<file path="config.mk">
export PLATFORM = sky130hd
export DESIGN_NAME = ci_issue_ctrl
export DESIGN_NICKNAME = d
export VERILOG_FILES = /design/src/rtl/ci_pkg.sv /design/src/rtl/ci_decoder.sv /design/src/rtl/ci_seq.sv /design/src/rtl/ci_wb.sv /design/src/rtl/ci_issue_ctrl.sv
export SDC_FILE = /design/constraint.sdc
export NUM_CORES = 1
export LEC_CHECK = 0
export ABC_AREA = 1
export BUFFER_PORTS_ARGS = -buffer_cell sky130_fd_sc_hd__buf_2
export CAP_MARGIN = 15
export CELL_PAD_IN_SITES_DETAIL_PLACEMENT = 1
export CELL_PAD_IN_SITES_GLOBAL_PLACEMENT = 1
export CORE_ASPECT_RATIO = 0.5
export CORE_MARGIN = 4
export CORE_UTILIZATION = 34
export CTS_CLUSTER_SIZE = 12
export DETAILED_ROUTE_END_ITERATION = 8
export GPL_TIMING_DRIVEN = 0
export PLACE_DENSITY = 0.86
export RECOVER_POWER = 50
export SLEW_MARGIN = 25
export SYNTH_ARGS = -nofsm -noshare
export SYNTH_HDL_FRONTEND = slang
export SYNTH_SLANG_ARGS = --single-unit
</file>
<file path="constraint.sdc">
create_clock -name clk -period 2.1 [get_ports clk]
set_clock_uncertainty 0.2 [all_clocks]
set_input_delay 0.21 -clock clk [delete_from_list [all_inputs] [get_ports clk]]
set_output_delay 0.21 -clock clk [all_outputs]
set_load 0.02 [all_outputs]
</file>
<file path="src/rtl/ci_pkg.sv">
package ci_pkg;

    localparam int XLEN      = 32;
    localparam int IDXW      = 5;
    localparam int FNW       = 8;
    localparam int OPW       = 6;
    localparam logic [OPW-1:0] CI_OPCODE = 6'h32;

    // Packed in instruction bit order: index A sits at the top, opcode at the bottom.
    typedef struct packed {
        logic [IDXW-1:0] idx_a;
        logic [IDXW-1:0] idx_b;
        logic [IDXW-1:0] idx_c;
        logic            sel_a;
        logic            sel_b;
        logic            sel_c;
        logic [FNW-1:0]  func;
        logic [OPW-1:0]  opcode;
    } ci_word_t;

    // Everything the coprocessor sees for one operation.
    typedef struct packed {
        logic [XLEN-1:0] dataa;
        logic [XLEN-1:0] datab;
        logic [IDXW-1:0] idx_a;
        logic [IDXW-1:0] idx_b;
        logic [IDXW-1:0] idx_c;
        logic            sel_a;
        logic            sel_b;
        logic            sel_c;
        logic [FNW-1:0]  func;
    } ci_issue_t;

    typedef enum logic {
        SEQ_IDLE = 1'b0,
        SEQ_BUSY = 1'b1
    } ci_seq_state_t;

    function automatic logic is_custom(input ci_word_t w);
        return w.opcode == CI_OPCODE;
    endfunction

    function automatic ci_issue_t build_issue(input ci_word_t w,
                                              input logic [XLEN-1:0] a,
                                              input logic [XLEN-1:0] b);
        ci_issue_t r;
        r.dataa = a;
        r.datab = b;
        r.idx_a = w.idx_a;
        r.idx_b = w.idx_b;
        r.idx_c = w.idx_c;
        r.sel_a = w.sel_a;
        r.sel_b = w.sel_b;
        r.sel_c = w.sel_c;
        r.func  = w.func;
        return r;
    endfunction

endpackage

</file>
<file path="src/rtl/ci_decoder.sv">
module ci_decoder
    import ci_pkg::*;
(
    input  logic            instr_valid,
    input  logic [XLEN-1:0] instr_word,
    input  logic [XLEN-1:0] opa,
    input  logic [XLEN-1:0] opb,
    output logic            hit,
    output ci_issue_t       issue
);
    ci_word_t w;

    always_comb begin
        w     = ci_word_t'(instr_word);
        hit   = instr_valid && is_custom(w);
        issue = build_issue(w, opa, opb);
    end
endmodule

</file>
<file path="src/rtl/ci_seq.sv">
module ci_seq
    import ci_pkg::*;
(
    input  logic clk,
    input  logic rst,
    input  logic issue_req,
    input  logic clk_en,
    input  logic done,
    output logic accept,
    output logic complete,
    output logic start,
    output logic stall
);
    ci_seq_state_t state_q;

    always_comb begin
        accept   = (state_q == SEQ_IDLE) && issue_req;
        complete = (state_q == SEQ_BUSY) && done && clk_en;
        stall    = accept || ((state_q == SEQ_BUSY) && !complete);
    end

    always_ff @(posedge clk) begin
        if (rst) begin
            state_q <= SEQ_IDLE;
            start   <= 1'b0;
        end else begin
            case (state_q)
                SEQ_IDLE: begin
                    if (accept) begin
                        state_q <= SEQ_BUSY;
                        start   <= 1'b1;
                    end
                end
                SEQ_BUSY: begin
                    // Start is held until the coprocessor is enabled to sample it.
                    if (start && clk_en) start <= 1'b0;
                    if (complete) state_q <= SEQ_IDLE;
                end
                default: state_q <= SEQ_IDLE;
            endcase
        end
    end
endmodule

</file>
<file path="src/rtl/ci_wb.sv">
module ci_wb
    import ci_pkg::*;
(
    input  logic            clk,
    input  logic            rst,
    input  logic            complete,
    input  logic [XLEN-1:0] result,
    input  logic [IDXW-1:0] idx_c,
    input  logic            sel_c,
    output logic            wb_valid,
    output logic [XLEN-1:0] wb_data,
    output logic [IDXW-1:0] wb_idx,
    output logic            wb_wren
);
    always_ff @(posedge clk) begin
        if (rst) begin
            wb_valid <= 1'b0;
            wb_wren  <= 1'b0;
            wb_data  <= '0;
            wb_idx   <= '0;
        end else begin
            wb_valid <= complete;
            wb_wren  <= complete && sel_c;
            if (complete) begin
                wb_data <= result;
                wb_idx  <= idx_c;
            end
        end
    end
endmodule

</file>
<file path="src/rtl/ci_issue_ctrl.sv">
module ci_issue_ctrl
    import ci_pkg::*;
#(
    parameter bit COMB_MODE = 1'b0
) (
    input  logic            clk,
    input  logic            rst,
    input  logic            instr_valid,
    input  logic [XLEN-1:0] instr_word,
    input  logic [XLEN-1:0] opa,
    input  logic [XLEN-1:0] opb,
    input  logic            ext_stall,
    output logic [XLEN-1:0] cp_dataa,
    output logic [XLEN-1:0] cp_datab,
    output logic [FNW-1:0]  cp_n,
    output logic [IDXW-1:0] cp_a,
    output logic [IDXW-1:0] cp_b,
    output logic [IDXW-1:0] cp_c,
    output logic            cp_readra,
    output logic            cp_readrb,
    output logic            cp_writerc,
    output logic            cp_start,
    output logic            cp_clk_en,
    input  logic [XLEN-1:0] cp_result,
    input  logic            cp_done,
    output logic            pipe_stall,
    output logic            wb_valid,
    output logic [XLEN-1:0] wb_data,
    output logic [IDXW-1:0] wb_idx,
    output logic            wb_wren
);
    logic      hit;
    logic      issue_req;
    logic      complete;
    ci_issue_t iss_d;
    ci_issue_t iss_cur;

    ci_decoder u_dec (
        .instr_valid (instr_valid),
        .instr_word  (instr_word),
        .opa         (opa),
        .opb         (opb),
        .hit         (hit),
        .issue       (iss_d)
    );

    assign cp_clk_en = !ext_stall;
    assign issue_req = hit && !ext_stall;

    generate
        if (COMB_MODE) begin : g_comb
            logic unused_comb_done;
            assign unused_comb_done = cp_done;
            assign iss_cur    = iss_d;
            assign cp_start   = 1'b0;
            assign pipe_stall = 1'b0;
            assign complete   = issue_req;
        end else begin : g_multi
            logic      accept;
            ci_issue_t iss_q;

            ci_seq u_seq (
                .clk       (clk),
                .rst       (rst),
                .issue_req (issue_req),
                .clk_en    (cp_clk_en),
                .done      (cp_done),
                .accept    (accept),
                .complete  (complete),
                .start     (cp_start),
                .stall     (pipe_stall)
            );

            always_ff @(posedge clk) begin
                if (rst) iss_q <= '0;
                else if (accept) iss_q <= iss_d;
            end

            assign iss_cur = iss_q;
        end
    endgenerate

    assign cp_dataa   = iss_cur.dataa;
    assign cp_datab   = iss_cur.datab;
    assign cp_n       = iss_cur.func;
    assign cp_a       = iss_cur.idx_a;
    assign cp_b       = iss_cur.idx_b;
    assign cp_c       = iss_cur.idx_c;
    assign cp_readra  = iss_cur.sel_a;
    assign cp_readrb  = iss_cur.sel_b;
    assign cp_writerc = iss_cur.sel_c;

    ci_wb u_wb (
        .clk      (clk),
        .rst      (rst),
        .complete (complete),
        .result   (cp_result),
        .idx_c    (iss_cur.idx_c),
        .sel_c    (iss_cur.sel_c),
        .wb_valid (wb_valid),
        .wb_data  (wb_data),
        .wb_idx   (wb_idx),
        .wb_wren  (wb_wren)
    );
endmodule

</file>
==> results of run 1 <==
-- where the power goes --
part | switching [W] | total, W | internal, W
Sequential | 0.00000568 | 0.00250 | 0.00249
Combinational | 0.000325 | 0.000653 | 0.000328
Clock | 0.00125 | 0.00338 | 0.00214
-- registers in the layout (all words and copies together) (netlist names) --
| signal | cells |
|---|---|
| u_wb.wb_idx | 5 |
| cp_datab | 32 |
| g_multi.u_seq.start | 1 |
| cp_c | 5 |
| u_wb.wb_data | 32 |
| u_wb.wb_wren | 1 |
| cp_n | 8 |
| cp_readrb | 1 |
| cp_dataa | 32 |
| u_wb.wb_valid | 1 |
| cp_writerc | 1 |
| cp_b | 5 |
| cp_readra | 1 |
| g_multi.u_seq.state_q | 1 |
| cp_a | 5 |
-- per-stage QoR --
step           cells  total power, W
2_1_floorplan    777         0.00277
3_3_place_gp    1245         0.00295
3_5_place_dp    1245         0.00297
4_1_cts         1404         0.00647
5_1_grt         1411         0.00670
6_report        1411         0.00654
-- area by class of cell --
class	instances	area (µm²)	share of cell area (%)
diodes	7	17.5	0.198
plain buffers	58	359	4.06
flip-flops and latches	131	2620	29.6
clock buffers	19	443	5.00
well taps	204	255	2.88
repair buffers	391	2430	27.4
multi-input cells	491	2160	24.4
inverters	97	364	4.11
clock inverters	13	208	2.35
-- layout by cell type, fill, tap and decap left out, types with 6 or more instances in the layout --
| cell | Yosys | layout |
|---|---|---|
| o21ai_0 | 27 | 27 |
| o21ai_1 | 10 | 10 |
| dlygate4sd3_1 | 0 | 126 |
| inv_1 | 94 | 94 |
| dfxtp_1 | 131 | 130 |
| nor2_1 | 259 | 258 |
| buf_1 | 6 | 6 |
| diode_2 | 0 | 7 |
| nand2_1 | 97 | 97 |
| clkbuf_16 | 0 | 17 |
| buf_4 | 10 | 11 |
| buf_2 | 26 | 159 |
| clkbuf_1 | 7 | 137 |
| nand4_1 | 90 | 90 |
| buf_6 | 9 | 9 |
-- critical path, stage by stage (launching register included) --
cell and delay (ns):
dfxtp_2 0.43, nand3_2 0.18, clkbuf_4 0.24, nand2_1 0.14, nand2_1 0.09, buf_2 0.18
-- kinds of logic (layout without fill, tap and decap cells) --
kind of cell | after synthesis | count (layout) | share of synthesized area, %
flops | 131 | 131 | 47.8
compound gates | 39 | 39 | 3.56
buf+inv | 155 | 578 | 13.1
simple gates | 452 | 452 | 35.5
other cells | 0 | 7 | 0
-- synthesized netlist by cell type (all sizes together) --
master | number | area share [%]
clkbuf | 7 | 0.48
buf | 51 | 6.0
nand3b | 1 | 0.14
o21ai | 37 | 3.4
a21oi | 2 | 0.18
nand3 | 2 | 0.18
inv | 97 | 6.6
nor2 | 261 | 18
nand2 | 97 | 6.6
nor3 | 1 | 0.18
dfxtp | 131 | 48
nand4 | 90 | 10
-- metal layers --
metal | GRT usage, % | share of wire (%)
met1 | 28.7 | 36
met2 | 55.2 | 51
met3 | 6.36 | 5.7
met4 | 19.9 | 7.8
met5 | 0 | 0
-- worst max path at each step --
| stage | start | to | slack [ns] | cells after the start |
|---|---|---|---|---|
| final | g_multi.u_seq.state_q | pipe_stall | -0.005 | 5 |
| after global routing | g_multi.u_seq.state_q | pipe_stall | -0.02 | 5 |
| after CTS | g_multi.u_seq.state_q | pipe_stall | 0.07 | 5 |
| after detailed placement | instr_word[3] | pipe_stall | -0.06 | 6 |
| after global placement | instr_word[5] | pipe_stall | -0.17 | 6 |
| after floorplan | g_multi.u_seq.state_q | pipe_stall | 0.57 | 3 |
-- timing repair --
action | 4_1_cts | 5_1_grt
setup endpoints to repair | 1 | 1
pin swaps | 1 | 0
gates cloned | 0 | 0
hold endpoints to repair | 126 | 0
hold buffers | 126 | 0
resized for setup | 2 | 4
buffers inserted | 1 | 0
==> flow_summary.yaml, run 1 <==
status:
  status: "finished with violations"
  violations: "setup timing"
place:
  placed_cell_area_um2: 7060
  gp_congestion: 0.813
  place_worst_setup_slack_ns: -0.0569
  post-dp-hpwl_mm: 14.8
  numPortBuffers: 264
global_route:
  grt_pass1_vias: 7790
  overflow: 0
  grt_use_total_pct: 29.1
  grt_pass1_wl_mm: 42.3
  antenna_found_initial: 5
  grt_max_degree: 17
sta:
  hold_ws_ns: 0.254
  tns_ns: -0.00452
  fin_crit_sh_pct: 100
  drv_slew: 0
  hold_viol_final: 0
  finalCriticalPeriod_ns: 2.10
  tightest_slew_ns: 0.539
  max_freq_mhz: 475
  setup_viol: 1
  slew_headroom_pct: 64.0
  fin_ws_ns: -0.00452
detailed_routing:
  vias: 7255
  dr.pass1.iters: 7
  routed_wl_mm: 29.0
  drtIter0Drc: 304
  ant_nets: 0
  drt-wirelength-per-cell_um: 20.6
  viasPerCell: 5.14
  drc_errors: 0
worst_setup_path:
  required_ns: 1.69
  crit_arrival_ns: 1.69
  ff2ff_path_depth: 6
  endpoint_kind: "output pin"
  critPathMaxFanout: 10
  worstReg2RegStart: "g_multi.u_seq.state_q"
  worstSetupPathType: "reg2out"
  cp-start-kind: "register"
  r2r-end: "cp_datab[20]"
  r2r_setup_slack_ns: 0.23
yosys:
  yosys_warnings: 0
  yosysSeqAreaShare_pct: 47.8
  syn-cell-area_um2: 5480
  syn_area_per_cell_um2: 7.05
  ys_types: 19
  synthesis.nets: 910
  synth-seq-cells: 131
  syn_inst: 777
final_layout:
  area_growth_pct: 61.5
  fin_util_pct: 56.7
  nets: 1320
  fin_area_um2: 8850
  nFillCells: 2067
  drive_above_1_share_pct: 18.4
floorplan:
  start_util_pct: 35.1
  core-area_um2: 15600
  rows: 32
  die_h_um: 97.8
  ios: 265
  dieArea_um2: 18300
  die_w_um: 188
pwr:
  p_leak_nw: 4.07
  p_per_area_nw_per_um2: 738
  irDropWorstVdd_uv: 545
cts:
  clock_latency_ns: 0.42
  clock-sinks: 131
  cts_tree: "done"
  cts_buffers: 17
  clk_pin_slew_worst_paths_ns: 0.07
  htree_levels: 4
  cts_root_buf: "clkbuf_16"
  ctsLongestPathBuffers: 2
worst_hold_path:
  holdPathStages: 7
  hp-class: "in2reg"
  min-delay-start: "instr_word[2]"
  hold_end: "cp_dataa[30]"
flow_run:
  drv_cap: 0
No activity file was read; power rests on OpenSTA's default activity.
==> inputs of run 2 (changes only) <==
- RECOVER_POWER: 50 -> not set
==> flow_summary.yaml, run 2 (synthesis results as in run 1) <==
final_layout:
  area_growth_pct: 64.4
  nets: 1320
  final_cell_mix: "buf_2, nor2_1, dfxtp_1"
  drive_above_1_share_pct: 29.3
  nFillCells: 2011
  final-seq-area_um2: 2620
  final_common_cell: "buf_2"
  fin_util_pct: 57.7
  multiInputGateArea_um2: 2160
  fin_cells: 1409
sta:
  setup_viol: 0
  hold_viol_final: 0
  rsz0062_at_grt: "false"
  slew_headroom_pct: 63.1
  fin_ws_ns: 0.0926
  max_freq_mhz: 498
  hold_ws_ns: 0.242
  drv_slew: 0
  finalCriticalPeriod_ns: 2.01
  fin_crit_sh_pct: 95.6
  tightest_slew_ns: 0.553
pwr:
  irDropWorstVdd_uv: 545
  p_leak_nw: 4.64
  p_per_area_nw_per_um2: 722
  finalPower_w: 0.00651
floorplan:
  die_w_um: 188
  core-area_um2: 15600
  ios: 265
  start_util_pct: 35.1
  die_h_um: 97.8
  dieArea_um2: 18300
  rows: 32
detailed_routing:
  viasPerCell: 5.05
  dr.pass1.iters: 4
  drc_errors: 0
  drt-wirelength-per-cell_um: 20.1
  ant_nets: 0
  vias: 7110
  routed_wl_mm: 28.4
  drtIter0Drc: 251
place:
  post-dp-hpwl_mm: 14.8
  numPortBuffers: 264
  place_inst: 1245
  gp_congestion: 0.813
  place_worst_setup_slack_ns: -0.0569
cts:
  cts_tree: "done"
  htree_levels: 4
  cts_root_buf: "clkbuf_16"
  ctsLongestPathBuffers: 2
  clk_pin_slew_worst_paths_ns: 0.06
  clock-sinks: 131
  clock_latency_ns: 0.42
  cts_buffers: 17
worst_setup_path:
  worstSetupPathType: "reg2out"
  cp-start-kind: "register"
  endpoint_kind: "output pin"
  required_ns: 1.69
  critPathMaxFanout: 10
  crit_arrival_ns: 1.60
global_route:
  grt_pass1_vias: 7790
  overflow: 0
  grt_use_total_pct: 29.1
  antenna_found_initial: 5
  grt_max_degree: 17
  grt_pass1_wl_mm: 42.3
worst_hold_path:
  hp-class: "in2reg"
flow_run:
  drv_cap: 0
status:
  status: "finished clean"
==> run 2: changes by cell type in the layout (fill, tap and decap cells not counted), sizes merged <==
cell	change
clkbuf	-130
diode	-2
buf	+130
==> run 2: final cells by class <==
class / count / area share, %
sequential: 131 / 29.1
timing repair buffer: 391 / 28.7
clock inverter: 13 / 2.30
tap: 204 / 2.83
inverter: 97 / 4.04
clock buffer: 19 / 4.91
buffer: 58 / 3.98
antenna: 5 / 0.139
multi-input combinational: 491 / 23.9
==> run 2: worst max-delay path, stage by stage, from the launching register on <==
cell and delay [ns]:
dfxtp_2 0.42, nand3_2 0.16, clkbuf_4 0.23, nand2_1 0.11, nand2_1 0.08, buf_2 0.17
==> run 2: what timing repair did <==
item | in CTS | in global routing
setup endpoints to repair | 1 | 1
hold buffers | 126 | 0
pin swaps | 1 | 0
gates resized for setup | 2 | 4
endpoints found under the hold margin | 126 | 0
setup buffers | 1 | 0
==> run 2: final timing paths <==
kind	startpoint	to	slack [ns]	cells past startpoint
setup / recovery	g_multi.u_seq.state_q	pipe_stall	0.09	5
hold / removal	cp_done	u_wb.wb_data[14]	0.24	5
setup reg to reg	g_multi.u_seq.state_q	cp_datab[17]	0.25	6
hold reg to reg	cp_datab[27]	cp_datab[27]	0.28	2
==> run 2: power breakdown <==
| group | leakage, nW | switching (W) | internal, W |
|---|---|---|---|
| registers | 1.06 | 0.00000529 | 0.00249 |
| logic | 3.28 | 0.000321 | 0.000330 |
| clock network | 0.305 | 0.00122 | 0.00214 |
==> run 2: metal layers <==
metal,vias to the layer above,share of wire (%),GRT usage [%]
met5,-,0,0
met4,0,6.4,19.9
met3,131,4.5,6.36
met2,310,52,55.2
met1,3412,37,28.7
li1,3257,-,-
==> run 2: through the flow <==
stage	TNS (ns)	cell area, µm²
after floorplan	0	5480
after global placement	-6.03	7060
after detailed placement	-0.120	7060
after CTS	0	8990
after global routing	0	9010
final	0	9010
==> inputs of run 3 (changes only) <==
- CORE_MARGIN: 4 -> 5
==> flow_summary.yaml, run 3 (synthesis results as in run 1) <==
detailed_routing:
  vias: 6880
  ant_nets: 0
  drt-wirelength-per-cell_um: 18.8
  drtIter0Drc: 306
  drc_errors: 0
  dr.pass1.iters: 4
  viasPerCell: 4.89
  routed_wl_mm: 26.4
sta:
  fin_ws_ns: 0.113
  setup_viol: 0
  rsz0062_at_grt: "false"
  hold_viol_final: 0
  tightest_slew_ns: 0.491
  fin_crit_sh_pct: 94.6
  hold_ws_ns: 0.0607
  drv_slew: 0
  max_freq_mhz: 503
  slew_headroom_pct: 67.3
  finalCriticalPeriod_ns: 1.99
  tns_ns: 0
worst_setup_path:
  crit_arrival_ns: 1.58
  crit_path_start: "g_multi.u_seq.state_q"
  endpoint_kind: "output pin"
  cp-start-kind: "register"
  r2r_setup_slack_ns: 0.22
  slowest_stage: "dfxtp_2"
  worstReg2RegStart: "g_multi.u_seq.state_q"
  max_stage_delay_ns: 0.40
  worstSetupPathType: "reg2out"
  critPathMaxFanout: 10
  worstSetupEndpoint: "pipe_stall"
  worstPathCellList: "nand3_1 > clkbuf_4 > nand2_1 > nand2_1 > buf_2"
  required_ns: 1.69
  r2r-end: "g_multi.u_seq.state_q"
  ff2ff_path_depth: 5
  path_common_cell: "nand2_1"
global_route:
  overflow: 0
  grt_use_total_pct: 26.9
  antenna_found_initial: 5
  grt_pass1_wl_mm: 40.4
  grt_pass1_vias: 7577
  grt_max_degree: 17
final_layout:
  nets: 1317
  final_common_cell: "buf_2"
  final_cell_mix: "buf_2, nor2_1, dfxtp_1"
  area_growth_pct: 64.6
  drive_above_1_share_pct: 29.2
  nFillCells: 1999
floorplan:
  core-area_um2: 15600
  die_h_um: 99.8
  dieArea_um2: 18900
  die_w_um: 190
  rows: 32
  ios: 265
  start_util_pct: 35.1
worst_hold_path:
  hp-class: "in2reg"
pwr:
  p_per_area_nw_per_um2: 746
  irDropWorstVdd_uv: 596
  p_leak_nw: 4.66
place:
  numPortBuffers: 264
  place_worst_setup_slack_ns: -0.0375
  post-dp-hpwl_mm: 15.0
  gp_congestion: 0.800
cts:
  ctsLongestPathBuffers: 2
  htree_levels: 4
  cts_buffers: 17
  clk_pin_slew_worst_paths_ns: 0.06
  cts_tree: "done"
  clock_latency_ns: 0.41
  cts_root_buf: "clkbuf_16"
  clock-sinks: 131
flow_run:
  drv_cap: 0
status:
  status: "finished clean"
==> run 3: cell types whose count changed in the layout (fill, tap and decap cells not counted), sizes merged <==
cell,delta
bufinv,+2
dlygate4sd3,-3
clkinvlp,-3
inv,+1
==> run 3: final cells by class <==
| type | count | area (µm²) | area share, % |
|---|---|---|---|
| inverters | 97 | 364 | 4.03 |
| clock inverters | 13 | 254 | 2.81 |
| diodes | 5 | 12.5 | 0.139 |
| multi-input cells | 491 | 2150 | 23.8 |
| plain buffers | 58 | 359 | 3.98 |
| repair buffers | 388 | 2560 | 28.4 |
| well taps | 204 | 255 | 2.83 |
| flip-flops and latches | 131 | 2620 | 29.1 |
| clock buffers | 19 | 443 | 4.91 |
==> run 3: critical path: cells and delay by family, from the launching register on <==
| family | cells | cell delay (ns) |
|---|---|---|
| simple gates | 3 | 0.36 |
| flops | 1 | 0.40 |
| buf+inv | 2 | 0.41 |
==> run 3: how the worst min path moves through the flow <==
| stage | from | end | slack, ns | depth (start not counted) |
|---|---|---|---|---|
| floorplan | rst | g_multi.u_seq.start | 0.08 | 1 |
| global placement | rst | g_multi.u_seq.state_q | 0.24 | 2 |
| detailed placement | cp_writerc | u_wb.wb_wren | 0.25 | 2 |
| CTS | instr_word[31] | cp_a[4] | 0.0005 | 5 |
| global route | ext_stall | g_multi.u_seq.start | 0.08 | 4 |
| finish | instr_word[31] | cp_a[4] | 0.06 | 5 |
==> run 3: metrics by stage <==
| step | area [µm²] | util [%] | power, W | std cells |
|---|---|---|---|---|
| 2_1_floorplan | 5480 | - | 0.00277 | 777 |
| 3_3_place_gp | 7060 | 45.2 | 0.00295 | 1245 |
| 3_5_place_dp | 7060 | 45.2 | 0.00297 | 1245 |
| 4_1_cts | 9000 | 57.7 | 0.00670 | 1401 |
| 5_1_grt | 9020 | 57.8 | 0.00693 | 1406 |
| 6_report | 9020 | 57.8 | 0.00673 | 1406 |
==> run 3: power by group <==
part	total, W	internal (W)	switching [W]
clock network	0.00360	0.00238	0.00122
logic	0.000633	0.000327	0.000307
registers	0.00250	0.00249	0.00000510
==> run 3: metal layers <==
layer  vias up  track usage [%]  part of all wire, %
met5         -                0                    0
met1      3260             28.2                   38
met4         0             16.6                  5.9
li1       3252                -                    -
met2       261             50.8                   52
met3       107             4.97                  4.3
==> run 3: what timing repair did <==
item	4_1_cts	5_1_grt
hold endpoints to repair	125	0
gates resized for setup	2	3
hold buffers	123	0
pin swaps	1	0
endpoints found under the setup margin	1	1
setup buffers	1	0
